**src/rtl/pci_sb_pkg.sv**
```systemverilog
package pci_sb_pkg;
  typedef enum logic [1:0] {
    ST_IDLE,
    ST_ADDR,
    ST_DATA,
    ST_TURN
  } seq_state_t;

  typedef enum logic [1:0] {
    RES_ACK,
    RES_ERR,
    RES_RETRY
  } result_t;
endpackage

```
**src/rtl/pci_sb_timer.sv**
```systemverilog
module pci_sb_timer #(
  parameter int LIMIT = 5
) (
  input  logic clk,
  input  logic rst,
  input  logic clr,
  input  logic en,
  output logic done
);
  localparam int CW = $clog2(LIMIT + 1);
  localparam logic [CW-1:0] LAST = CW'(LIMIT - 1);

  logic [CW-1:0] cnt;

  assign done = en && (cnt == LAST);

  always_ff @(posedge clk) begin
    if (rst || clr) begin
      cnt <= '0;
    end else if (en && !done) begin
      cnt <= cnt + 1'b1;
    end
  end

  // the wait counter never runs past its limit
  a_r7_cnt_bound: assert property (@(posedge clk) disable iff (rst)
    cnt <= LAST);
endmodule

```
**src/rtl/pci_sb_resp.sv**
```systemverilog
module pci_sb_resp
  import pci_sb_pkg::*;
#(
  parameter int ADW = 32
) (
  input  logic           clk,
  input  logic           rst,
  input  logic           fire,
  input  result_t        kind,
  input  logic [ADW-1:0] value,
  output logic           ack,
  output logic           err,
  output logic           retry,
  output logic [ADW-1:0] rdata
);
  always_ff @(posedge clk) begin
    if (rst) begin
      ack   <= 1'b0;
      err   <= 1'b0;
      retry <= 1'b0;
      rdata <= '0;
    end else begin
      ack   <= fire && (kind == RES_ACK);
      err   <= fire && (kind == RES_ERR);
      retry <= fire && (kind == RES_RETRY);
      if (fire && kind == RES_ACK) rdata <= value;
    end
  end

  // at most one response kind per clock
  a_r11_one_response: assert property (@(posedge clk) disable iff (rst)
    $onehot0({ack, err, retry}));

  // a pulse lasts one clock only
  a_r11_single_pulse: assert property (@(posedge clk) disable iff (rst)
    (ack || err || retry) |=> !(ack || err || retry));
endmodule

```
**src/rtl/pci_sb_master.sv**
```systemverilog
module pci_sb_master
  import pci_sb_pkg::*;
#(
  parameter int ADW     = 32,
  parameter int MA_CLKS = 5,
  parameter int TO_CLKS = 2000,
  localparam int CBW    = ADW / 8
) (
  input  logic           clk,
  input  logic           rst,
  input  logic           req_valid,
  output logic           req_ready,
  input  logic [ADW-1:0] req_addr,
  input  logic [CBW-1:0] req_cmd,
  input  logic [CBW-1:0] req_be_n,
  input  logic [ADW-1:0] req_wdata,
  input  logic           req_write,
  input  logic           req_cfg,
  output logic           host_ack,
  output logic           host_err,
  output logic           host_retry,
  output logic [ADW-1:0] host_rdata,
  output logic [ADW-1:0] pci_ad_out,
  output logic           pci_ad_oe,
  input  logic [ADW-1:0] pci_ad_in,
  output logic [CBW-1:0] pci_cbe_n,
  output logic           pci_frame_n,
  output logic           pci_irdy_n,
  input  logic           pci_devsel_n,
  input  logic           pci_trdy_n,
  input  logic           pci_stop_n
);
  seq_state_t     st;
  logic [CBW-1:0] keep_be_n;
  logic [ADW-1:0] keep_wdata;
  logic           keep_write;
  logic           keep_cfg;

  logic           ma_done, to_done;
  logic           fin;
  result_t        fin_kind;
  logic [ADW-1:0] fin_value;

  assign req_ready = (st == ST_IDLE);

  pci_sb_timer #(.LIMIT(MA_CLKS)) u_claim_tmr (
    .clk (clk),
    .rst (rst),
    .clr (st != ST_ADDR),
    .en  (st == ST_ADDR && pci_devsel_n),
    .done(ma_done)
  );

  pci_sb_timer #(.LIMIT(TO_CLKS)) u_ready_tmr (
    .clk (clk),
    .rst (rst),
    .clr (st != ST_DATA),
    .en  (st == ST_DATA),
    .done(to_done)
  );

  // Termination decode; priority: data, retry, target abort, timeout
  always_comb begin
    fin       = 1'b0;
    fin_kind  = RES_ACK;
    fin_value = pci_ad_in;
    unique case (st)
      ST_ADDR: begin
        if (!pci_devsel_n && !pci_stop_n) begin
          fin      = 1'b1;
          fin_kind = RES_RETRY;
        end else if (pci_devsel_n && ma_done) begin
          fin       = 1'b1;
          fin_kind  = keep_cfg ? RES_ACK : RES_ERR;
          fin_value = '1;
        end
      end
      ST_DATA: begin
        if (!pci_devsel_n && !pci_trdy_n) begin
          fin = 1'b1;
        end else if (!pci_devsel_n && !pci_stop_n) begin
          fin      = 1'b1;
          fin_kind = RES_RETRY;
        end else if (pci_devsel_n && !pci_stop_n) begin
          fin      = 1'b1;
          fin_kind = RES_ERR;
        end else if (to_done) begin
          fin      = 1'b1;
          fin_kind = RES_ERR;
        end
      end
      default: ;
    endcase
  end

  always_ff @(posedge clk) begin
    if (rst) begin
      st          <= ST_IDLE;
      pci_frame_n <= 1'b1;
      pci_irdy_n  <= 1'b1;
      pci_ad_oe   <= 1'b0;
      pci_ad_out  <= '0;
      pci_cbe_n   <= '1;
      keep_be_n   <= '1;
      keep_wdata  <= '0;
      keep_write  <= 1'b0;
      keep_cfg    <= 1'b0;
    end else if (fin) begin
      st          <= ST_TURN;
      pci_frame_n <= 1'b1;
      pci_irdy_n  <= 1'b1;
      pci_ad_oe   <= 1'b0;
      pci_cbe_n   <= '1;
    end else begin
      unique case (st)
        ST_IDLE: if (req_valid) begin
          st          <= ST_ADDR;
          pci_frame_n <= 1'b0;
          pci_ad_oe   <= 1'b1;
          pci_ad_out  <= req_addr;
          pci_cbe_n   <= req_cmd;
          keep_be_n   <= req_be_n;
          keep_wdata  <= req_wdata;
          keep_write  <= req_write;
          keep_cfg    <= req_cfg;
        end
        ST_ADDR: if (!pci_devsel_n) begin
          st          <= ST_DATA;
          pci_frame_n <= 1'b1;
          pci_irdy_n  <= 1'b0;
          pci_cbe_n   <= keep_be_n;
          pci_ad_out  <= keep_wdata;
          pci_ad_oe   <= keep_write;
        end
        ST_DATA: ;
        ST_TURN: st <= ST_IDLE;
        default: st <= ST_IDLE;
      endcase
    end
  end

  pci_sb_resp #(.ADW(ADW)) u_resp (
    .clk  (clk),
    .rst  (rst),
    .fire (fin),
    .kind (fin_kind),
    .value(fin_value),
    .ack  (host_ack),
    .err  (host_err),
    .retry(host_retry),
    .rdata(host_rdata)
  );

  a_r2_addr_phase: assert property (@(posedge clk) disable iff (rst)
    (req_ready && req_valid) |=> (!pci_frame_n && pci_irdy_n && pci_ad_oe));

  a_r3_data_entry: assert property (@(posedge clk) disable iff (rst)
    (!pci_frame_n && !pci_devsel_n && pci_stop_n) |=> (pci_frame_n && !pci_irdy_n));

  a_r4_ack_on_trdy: assert property (@(posedge clk) disable iff (rst)
    (!pci_irdy_n && !pci_devsel_n && !pci_trdy_n) |=> host_ack);

  a_r8_target_abort: assert property (@(posedge clk) disable iff (rst)
    (!pci_irdy_n && pci_devsel_n && !pci_stop_n) |=> host_err);

  a_r9_retry: assert property (@(posedge clk) disable iff (rst)
    ((!pci_irdy_n || !pci_frame_n) && !pci_devsel_n && !pci_stop_n && pci_trdy_n)
      |=> (host_retry && !host_ack));

  a_r10_idle_bus: assert property (@(posedge clk) disable iff (rst)
    (host_ack || host_err || host_retry)
      |-> (pci_frame_n && pci_irdy_n && !pci_ad_oe && !req_ready));

  a_r10_ready_back: assert property (@(posedge clk) disable iff (rst)
    (host_ack || host_err || host_retry) |=> req_ready);
endmodule

```
**config.mk**
```make
export PLATFORM = sky130hd
export DESIGN_NAME = pci_sb_master
export DESIGN_NICKNAME = d
export VERILOG_FILES = /design/src/rtl/pci_sb_pkg.sv /design/src/rtl/pci_sb_timer.sv /design/src/rtl/pci_sb_resp.sv /design/src/rtl/pci_sb_master.sv
export SDC_FILE = /design/constraint.sdc
export NUM_CORES = 1
export LEC_CHECK = 0
export ABC_AREA = 1
export BUFFER_PORTS_ARGS = -buffer_cell sky130_fd_sc_hd__buf_4
export CORE_ASPECT_RATIO = 0.5
export CORE_MARGIN = 2
export CORE_UTILIZATION = 50
export CTS_CLUSTER_SIZE = 40
export DETAILED_ROUTE_END_ITERATION = 10
export PLACE_DENSITY = 0.79
export SYNTH_ARGS = -nofsm -noshare
export SYNTH_HDL_FRONTEND = slang
export SYNTH_SLANG_ARGS = --single-unit
```
**constraint.sdc**
```tcl
create_clock -name clk -period 2.01 [get_ports clk]
set_input_delay 0.1005 -clock clk [delete_from_list [all_inputs] [get_ports clk]]
set_output_delay 0.1005 -clock clk [all_outputs]
set_load 0.01 [all_outputs]
```
==> run_results.csv, run 1 <==
group,metric,value,unit
outcome,status,"finished with violations",
outcome,violations,"negative hold slack",
logic_synthesis,synth_top_area_share,45.9,%
setup_path,critPathRequiredTime,2.32,ns
grt,track_usage,27.4,%
setup_path,criticalPathCategory,"flip-flop to flip-flop",
cts,cts_root_buf,"clkbuf_16",
power,irDropWorstVdd,0.741,mV
floorplan,fp.coreArea,10900,um2
timing,finalSetupViolations,0,
logic_synthesis,yosys-top-cells-area,"dfxtp_1 46%, nand2_1 14%, nor2_1 13%",
finish,final_core_util,77.4,%
cts,clk_pin_slew,0.06,ns
cts,cts_tree,"done",
cts,cts.htree.levels,4,
placement,hpwl,10700,um
min_path,min_path_type,"input pin to flip-flop",
timing,min_period,1.96,ns
timing,finalClockSkew,0.00971,ns
setup_path,slowest_delay,0.36,ns
routing,routedWlPerCell,14.8,um
finish,diodes,0,
floorplan,io_pins,187,
placement,gp_congestion,0.842,
power,power.leakage,0.00390,uW
floorplan,dieArea,12100,um2
timing,hold_viol,1,
setup_path,path_buf_inv,5,
grt,antenna_found_initial,0,
timing,hold_slack,-0.00173,ns
routing,drt-pass1-iter-count,5,
finish,area_delta_synth_final,51.8,%
logic_synthesis,avgSynthCellArea,6.88,um2
timing,relSlewSlack,70.2,%
routing,antenna_left,0,
logic_synthesis,syn_area,5580,um2
grt,gr-total-overflow,0,
floorplan,die_w,153,um
floorplan,start_util,51.0,%
setup_path,cp-end-kind,"flip-flop",
finish,nNetsFinal,1167,
setup_path,crit_chain,"inv_2 > ha_4 > inv_1 > nor2_1 > o211ai_1 > buf_4 > inv_1 > a21oi_4 > clkbuf_16 > nand3_1 > nand2_1 > nor2_1",
min_path,whs_path_depth,5,
cts,numClockSinks,128,
logic_synthesis,synth-main-ff-cell,"dfxtp_1",
logic_synthesis,async_flop_share,0,%
timing,period_share,97.3,%
routing,dr.first_iter.drc_count,322,
timing,finalWorstSetupSlack,0.0543,ns
finish,layout-drive-gt1-share,26.9,%
routing,wirelength,17900,um
logic_synthesis,synth_edf_count,0,
placement,place_ws,-0.119,ns
cts,cts-buffers-inserted,17,
grt,grt_max_degree,39,
logic_synthesis,ys_seq_area_share,45.9,%
routing,drc,0,
logic_synthesis,synth_seq_cells,128,
job,cap_violations,0,
setup_path,cp_max_fo,8,
setup_path,arrival,2.27,ns
routing,vias,6304,
setup_path,path_delay_family,"buffers and inverters",
placement,io_buffer_count,186,
floorplan,fp-row-count,27,
setup_path,start_kind,"flip-flop",
logic_synthesis,synthCells,811,
logic_synthesis,syn_nets,930,
grt,grt_pass1_wl,26900,um
logic_synthesis,yosysWarnings,0,
logic_synthesis,netlist.top_cell.by_area,"dfxtp_1",
setup_path,ff2ff_path_depth,12,
logic_synthesis,synth.most_common_cell,"nand2_1",
cts,clock_path_buffers,2,
setup_path,worst-path-stages,12,
routing,vias_per_cell,5.23,
setup_path,crit_slowest_cell,"dfxtp_4",
timing,tightest_slew,0.446,ns
floorplan,die_h,78.7,um
logic_synthesis,ys_types,30,
timing,maxSlewViolCount,0,
cts,clock_latency,0.42,ns
timing,max_freq,0.511,GHz
logic_synthesis,synthTopCellsByCount,"207 x nand2_1, 189 x nor2_1, 128 x dfxtp_1",
power,power_density,1310,nW/um2
grt,grt_pass1_vias,5872,
[worst reg2reg max path: stages, from the launching register on]
cell and delay [ns]:
dfxtp_4 0.36, inv_2 0.07, ha_4 0.17, inv_1 0.07
nor2_1 0.06, o211ai_1 0.24, buf_4 0.16, inv_1 0.05
a21oi_4 0.26, clkbuf_16 0.23, nand3_1 0.07, nand2_1 0.07
nor2_1 0.04
[power by group]
group          switching, uW  internal, uW  leakage [uW]
clock                   1200          1730      0.000273
sequential               376          3200       0.00105
combinational           2590          2020       0.00258
[metrics by stage]
stage / hold slack [ns] / total power, uW / area [um2] / cells / TNS (ns)
CTS: 0.000113 / 10600 / 8200 / 1198 / 0
floorplan: 0.214 / 6040 / 5580 / 811 / 0
global route: 0.00593 / 11700 / 8480 / 1206 / -1.11
global placement: 0.297 / 7470 / 7160 / 1120 / -1.16
detailed placement: 0.311 / 7580 / 7160 / 1120 / -3.94
finish: -0.00173 / 11100 / 8480 / 1206 / 0
[kinds of logic after synthesis]
group                      after synthesis  synth area share [%]
AOI/OAI and AO/OA                      102                  9.61
xor gates and xnor gates                 2                 0.314
adders and majority gates                7                  1.57
buffers and inverters                   79                  6.72
DFF                                    128                  45.9
and+or+nand+nor                        493                  35.9
[routing by layer]
metal  vias up  GRT usage, %  routed length, um
met1      2931          32.5               7360
li1       3065             -                  -
met5         -             0                  0
met3        46          6.77               1190
met4         0          9.45                371
met2       262          49.4               8940
[flip-flops by register name (all words and copies together), names as in the netlist, 2 cells and up]
| name | flops |
|---|---|
| keep_be_n | 4 |
| keep_wdata | 32 |
| pci_ad_out | 32 |
| pci_cbe_n | 4 |
| st | 2 |
| u_claim_tmr.cnt | 3 |
| u_ready_tmr.cnt | 11 |
| u_resp.rdata | 32 |
[worst paths after layout]
| kind | startpoint | endpoint | slack (ns) |
|---|---|---|---|
| worst max register to register | st[0] | u_resp.rdata[7] | 0.05 |
| worst min-delay path | pci_ad_in[23] | u_resp.rdata[23] | -0.002 |
| worst max-delay path | st[0] | u_resp.rdata[7] | 0.05 |
| worst min register to register | pci_ad_out[11] | pci_ad_out[11] | 0.46 |
[repair_timing]
action                     in CTS  in global routing
cloned                          1                  4
setup endpoints to repair      82                109
hold buffers                   44                  0
gates resized for setup         5                 39
setup buffers                   1                  4
hold endpoints to repair       44                  0
pin swaps                       1                  8
[layout by cell type (no fill, tap or decap), drive strengths merged]
cell	Yosys	layout
o21a	1	1
inv	29	30
clkinvlp	0	2
o211ai	5	5
nand2	210	210
o21bai	2	2
dlygate4sd3	0	44
a21oi	48	48
dfxtp	128	128
clkinv	0	9
or2	4	4
a211oi	1	1
ha	7	7
and3	1	1
buf	30	220
nand4	2	2
nor2	192	193
clkbuf	20	22
nor3	6	6
nand3	78	78
o21ai	45	45
bufinv	0	1
xnor2	1	1
xor2	1	1
[final cells by class]
class                   instances  area (um2)
repair buffers                267        2280
inverters                      29         116
fillers                       798        2470
well taps                     145         181
multi-input cells             605        2770
clock inverters                13         114
flip-flops and latches        128        2570
clock buffers                  19         443
(Power assumes the default switching activity.)
==> run 2: changes to the inputs <==
SETUP_SLACK_MARGIN = 0.15   (was not set)
==> run_results.csv, run 2 (same netlist as run 1, synthesis figures left out) <==
group,metric,value,unit
setup_path,cp-end-kind,"flip-flop",
timing,maxSlewViolCount,0,
cts,clock_path_buffers,2,
setup_path,start_kind,"flip-flop",
grt,gr-total-overflow,0,
timing,period_share,104,%
timing,finalClockSkew,0.00908,ns
power,power_density,1330,nW/um2
floorplan,start_util,51.0,%
placement,hpwl,10700,um
cts,numClockSinks,128,
routing,vias_per_cell,5.45,
grt,track_usage,29.9,%
setup_path,slowest_delay,0.40,ns
outcome,violations,"negative setup slack",
cts,clk_pin_slew,0.06,ns
finish,top_regs,"keep_wdata x32, pci_ad_out x32, u_resp.rdata x32",
finish,fillers,647,
finish,final_core_util,82.2,%
grt,use_met3,7.31,%
finish,layout-drive-gt1-share,31.5,%
grt,grt_pass1_wl,29200,um
power,power.leakage,0.00414,uW
timing,hold_viol,0,
floorplan,fp.coreArea,10900,um2
grt,grt_use_met2,53.6,%
cts,cts_tree,"done",
grt,grt_pass1_vias,6205,
routing,routedWlPerCell,17.2,um
floorplan,io_pins,187,
placement,placed_area,7160,um2
finish,seq_area,2570,um2
cts,cts.htree.levels,4,
floorplan,fp-row-count,27,
finish,nNetsFinal,1198,
cts,cts-buffers-inserted,17,
setup_path,critPathRequiredTime,2.35,ns
outcome,status,"finished with violations",
finish,multiInputGateArea,2880,um2
placement,io_buffer_count,186,
timing,max_freq,0.477,GHz
floorplan,die_h,78.7,um
routing,dr.first_iter.drc_count,740,
timing,relSlewSlack,67.3,%
timing,finalSetupViolations,5,
cts,cts_root_buf,"clkbuf_16",
routing,drc,0,
routing,drt-pass1-iter-count,6,
routing,antenna_left,0,
floorplan,dieArea,12100,um2
cts,clock_latency,0.42,ns
grt,met1_usage,35.3,%
finish,final_cell_mix,"222 x buf_4, 199 x nand2_1, 181 x nor2_1",
finish,area_delta_synth_final,61.1,%
timing,rsz0062_at_grt,"yes",
timing,min_period,2.09,ns
grt,antenna_found_initial,0,
timing,finalWorstSetupSlack,-0.0848,ns
grt,busiest_layer,"met2",
grt,grt_max_degree,39,
setup_path,cp_max_fo,8,
setup_path,crit_chain,"inv_4 > ha_4 > inv_1 > nor2_2 > a21oi_4 > buf_6 > buf_12 > buf_16 > nand3_1 > nand2_1 > nor2_1",
min_path,min_path_type,"input pin to flip-flop",
floorplan,die_w,153,um
finish,fin_area,8990,um2
placement,gp_congestion,0.842,
setup_path,crit_slowest_cell,"dfxtp_2",
routing,vias,6747,
routing,wirelength,21200,um
setup_path,criticalPathCategory,"flip-flop to flip-flop",
timing,tightest_slew,0.489,ns
finish,diodes,0,
finish,layout_commonest_cell,"buf_4",
power,irDropWorstVdd,0.910,mV
setup_path,arrival,2.43,ns
job,cap_violations,0,
## run 2: changes by cell type in the layout (fill, tap and decap cells not counted), moves of 6 or more
cell     delta
nor2_1      -7
nor2_2      +6
buf_6      +10
buf_4      +14
nand3_1     -6
nand3_2     +6
## run 2: final cells by class
class | instances | area share [%]
multi-input cells | 605 | 32.0
repair buffers | 298 | 29.7
flip-flops and latches | 128 | 28.6
inverters | 29 | 1.42
clock buffers | 19 | 4.93
well taps | 145 | 2.02
clock inverters | 13 | 1.27
## run 2: path summary, 6_finish.rpt
path | start | end | slack (ns) | depth (start not counted)
setup / recovery | st[1] | u_resp.rdata[0] | -0.08 | 11
setup reg to reg | st[1] | u_resp.rdata[0] | -0.08 | 11
hold / removal | pci_ad_in[20] | u_resp.rdata[20] | 0.006 | 5
hold reg to reg | pci_ad_out[11] | pci_ad_out[11] | 0.46 | 2
## run 2: timing repair
action                                 4_1_cts  5_1_grt
gates cloned                                 6        4
gates resized for setup                     49       50
endpoints found under the hold margin       46        0
hold buffers                                46        0
setup endpoints to repair                  111      114
pin swaps                                   11       13
buffers inserted                            17       12
## run 2: per-layer routing
metal  share of wire, %  up-vias  routed length, um
li1                   -     3131                  -
met1                 39     3098               8370
met2                 49      416              10400
met3                7.6      102               1610
met4                3.9        0                822
met5                  0        -                  0
## run 2: stage by stage
| step | setup TNS (ns) | std cells | hold slack, ns | total power [uW] | worst slack, ns |
|---|---|---|---|---|---|
| 6_report | -0.163 | 1237 | 0.00595 | 12000 | -0.0848 |
| 5_1_grt | -0.843 | 1237 | 0.0235 | 12500 | -0.138 |
| 4_1_cts | 0 | 1221 | 0.00110 | 11000 | 0.150 |
| 3_5_place_dp | -3.94 | 1120 | 0.311 | 7580 | -0.119 |
| 3_3_place_gp | -1.16 | 1120 | 0.297 | 7470 | -0.0410 |
| 2_1_floorplan | 0 | 811 | 0.214 | 6040 | 0.204 |
## run 2: where the power goes
group / switching [uW] / internal [uW]
Sequential: 411 / 3210
Clock: 1250 / 1730
Combinational: 2940 / 2440
## run 2: critical path: cells and delay by family (launching register included)
kind / cells / cell delay (ns)
compound gates: 1 / 0.12
simple gates: 4 / 0.58
buf+inv: 5 / 0.62
flops: 1 / 0.40
fa+ha+maj: 1 / 0.31
==> run 3: changes to the inputs <==
CORE_UTILIZATION = 52   (was 50)
PLACE_DENSITY = 0.8   (was 0.79)
SYNTH_HIERARCHICAL = 1   (was not set)
==> run_results.csv, run 3 <==
group,metric,value,unit
outcome,status,"finished with violations",
outcome,violations,"negative hold slack, negative setup slack",
timing,period_share,107,%
placement,hpwl,11000,um
routing,topRoutingLayerUsed,"met4",
timing,finalSetupViolations,54,
routing,drc,0,
setup_path,cp-end-kind,"flip-flop",
grt,track_usage,27.0,%
finish,layout_commonest_cell,"buf_4",
logic_synthesis,synth.most_common_cell,"nand2_1",
timing,hold_viol,4,
timing,relSlewSlack,31.0,%
setup_path,cp_max_fo,8,
routing,drt-pass1-iter-count,6,
setup_path,critPathRequiredTime,2.36,ns
logic_synthesis,synthCells,912,
logic_synthesis,syn_nets,1031,
finish,final_core_util,88.3,%
timing,maxSlewViolCount,0,
timing,min_period,2.16,ns
routing,routedWlPerCell,20.1,um
routing,wirelength,26300,um
setup_path,start_kind,"flip-flop",
setup_path,reg2reg_slack,-0.15,ns
finish,nNetsFinal,1255,
cts,cts_root_buf,"clkbuf_16",
cts,cts-buffers-inserted,17,
power,power_density,1360,nW/um2
routing,antenna_left,0,
finish,top_regs,"keep_wdata x32, pci_ad_out x32, u_resp/rdata x32",
logic_synthesis,synth-main-ff-cell,"dfxtp_1",
logic_synthesis,syn_area,6460,um2
floorplan,die_h,82.8,um
routing,met3_length,2630,um
grt,grt_pass1_wl,30000,um
grt,gr-total-overflow,0,
timing,finalClockSkew,0.0228,ns
setup_path,ff2ff_path_depth,15,
grt,grt_max_degree,63,
placement,io_buffer_count,186,
finish,multiInputGateArea,4160,um2
placement,placed_area,8180,um2
finish,seq_area,2570,um2
finish,diodes,0,
cts,cts_tree,"done",
routing,dr.first_iter.drc_count,926,
grt,antenna_found_initial,0,
logic_synthesis,yosysWarnings,6,
finish,area_delta_synth_final,63.8,%
timing,rsz0062_at_grt,"yes",
logic_synthesis,synthTopCellsByCount,"163 x nand2_1, 128 x dfxtp_1, 122 x nand3_1, 122 x nor2_1, 111 x a21oi_1",
grt,grt_pass1_vias,6271,
logic_synthesis,synth_seq_cells,128,
floorplan,io_pins,187,
cts,clock_path_buffers,2,
cts,clk_pin_slew,0.06,ns
logic_synthesis,avgSynthCellArea,7.08,um2
job,cap_violations,0,
placement,dpl.cell_count,1229,
setup_path,arrival,2.51,ns
floorplan,start_util,53.9,%
logic_synthesis,yosys-top-cells-area,"dfxtp_1 40%, nand2_1 9.5%, nand3_1 9.5%",
timing,finalSetupTns,-3.64,ns
logic_synthesis,ys_seq_area_share,39.7,%
setup_path,r2r-end,"u_resp/rdata[21]",
power,finalPower,14400,uW
routing,vias_per_cell,5.88,
cts,numClockSinks,128,
finish,fin_area,10600,um2
min_path,min_to,"keep_wdata[14]",
setup_path,criticalPathCategory,"flip-flop to flip-flop",
power,irDropWorstVdd,0.934,mV
finish,fillers,510,
setup_path,reg2reg_from,"u_ready_tmr/cnt[0]",
placement,gp_congestion,0.823,
min_path,whs_path_depth,5,
floorplan,dieArea,13400,um2
logic_synthesis,synth_top_area_share,39.7,%
cts,cts.htree.levels,4,
finish,stdcell_count,1314,
routing,wl_met1,9990,um
finish,layout-drive-gt1-share,47.7,%
floorplan,die_w,162,um
timing,tightest_slew,1.03,ns
routing,wl_met2,12300,um
timing,finalWorstSetupSlack,-0.149,ns
min_path,min_path_type,"input pin to flip-flop",
floorplan,fp.coreArea,12000,um2
timing,max_freq,0.463,GHz
cts,clock_latency,0.43,ns
logic_synthesis,ys_types,34,
timing,hold_slack,-0.0110,ns
routing,vias,7730,
logic_synthesis,synth_edf_count,0,
min_path,holdCritStartpoint,"req_wdata[14]",
logic_synthesis,netlist.top_cell.by_area,"dfxtp_1",
logic_synthesis,async_flop_share,0,%
power,power.leakage,0.00486,uW
finish,final_cell_mix,"213 x buf_4, 144 x nand2_1, 123 x dfxtp_1",
floorplan,fp-row-count,28,
run 3: cell types whose count changed after synthesis, moves of 32 or more:
cell	change
inv_1	+63
nand3_1	+44
mux2i_1	+32
a21oi_1	+64
nor2_1	-67
nand2_1	-44
run 3: power breakdown:
group	total [uW]	internal (uW)	switching [uW]	leakage, uW
combinational	7090	3210	3880	0.00351
sequential	3920	3280	640	0.00105
clock	3370	2120	1250	0.000301
run 3: final cells by class:
type	count	share of cell area, %
inverters	98	3.70
well taps	165	1.95
flip-flops and latches	128	24.3
repair buffers	266	24.7
clock inverters	12	1.71
multi-input cells	625	39.3
clock buffers	20	4.22
run 3: cells by family after synthesis:
logic type | after synthesis | share of synthesized area [%]
buffers and inverters | 159 | 11.7
AO/OA/AOI/OAI | 121 | 9.74
XOR/XNOR | 3 | 0.407
AND/OR/NAND/NOR | 462 | 32.1
multiplexers | 32 | 4.96
adder cells (fa/ha/maj) | 7 | 1.36
flip-flops | 128 | 39.7
run 3: repair_timing:
action                     CTS  global route
buffers inserted            13             8
cloned                       6            17
setup endpoints to repair   72           113
hold endpoints to repair    11             0
gates resized for setup     20           202
hold buffers                 9             0
pin swaps                    5            90
run 3: per-stage QoR:
stage                     setup WS [ns]  hold WS [ns]
final                            -0.149       -0.0110
after CTS                        0.0790       0.00114
after global placement            0.105         0.344
after global routing             -0.240       0.00908
after floorplan                -0.00166         0.160
after detailed placement        0.00137         0.346
run 3: how the worst max path moves through the flow:
stage,from,endpoint,slack (ns),cells past startpoint
2_1_floorplan,u_ready_tmr/cnt[1],u_resp/rdata[19],-0.002,18
3_3_place_gp,u_ready_tmr/cnt[1],u_resp/rdata[28],0.11,14
3_5_place_dp,u_ready_tmr/cnt[1],u_resp/rdata[31],0.001,14
4_1_cts,st[1],u_resp/rdata[13],0.08,13
5_1_grt,u_ready_tmr/cnt[1],u_resp/rdata[21],-0.24,15
6_report,u_ready_tmr/cnt[0],u_resp/rdata[21],-0.15,15
run 3: routing by layer:
layer,vias to the layer above,GRT usage [%]
met4,0,8.85
met5,-,0
li1,3353,-
met3,160,4.60
met1,3641,35.9
met2,576,44.9
run 3: critical path, cell delays in order, from the launching register on:
cell and delay, ns:
dfxtp_2 0.35, ha_4 0.15, inv_2 0.04, nor2_4 0.13, nand3_4 0.10, nor2_4 0.13
nor2_4 0.05, nor3b_2 0.21, nor2_1 0.10, nor2_2 0.17, nor2_4 0.07, buf_12 0.15
clkbuf_16 0.16, nand3_2 0.07, nand2_1 0.05, nor2_1 0.16
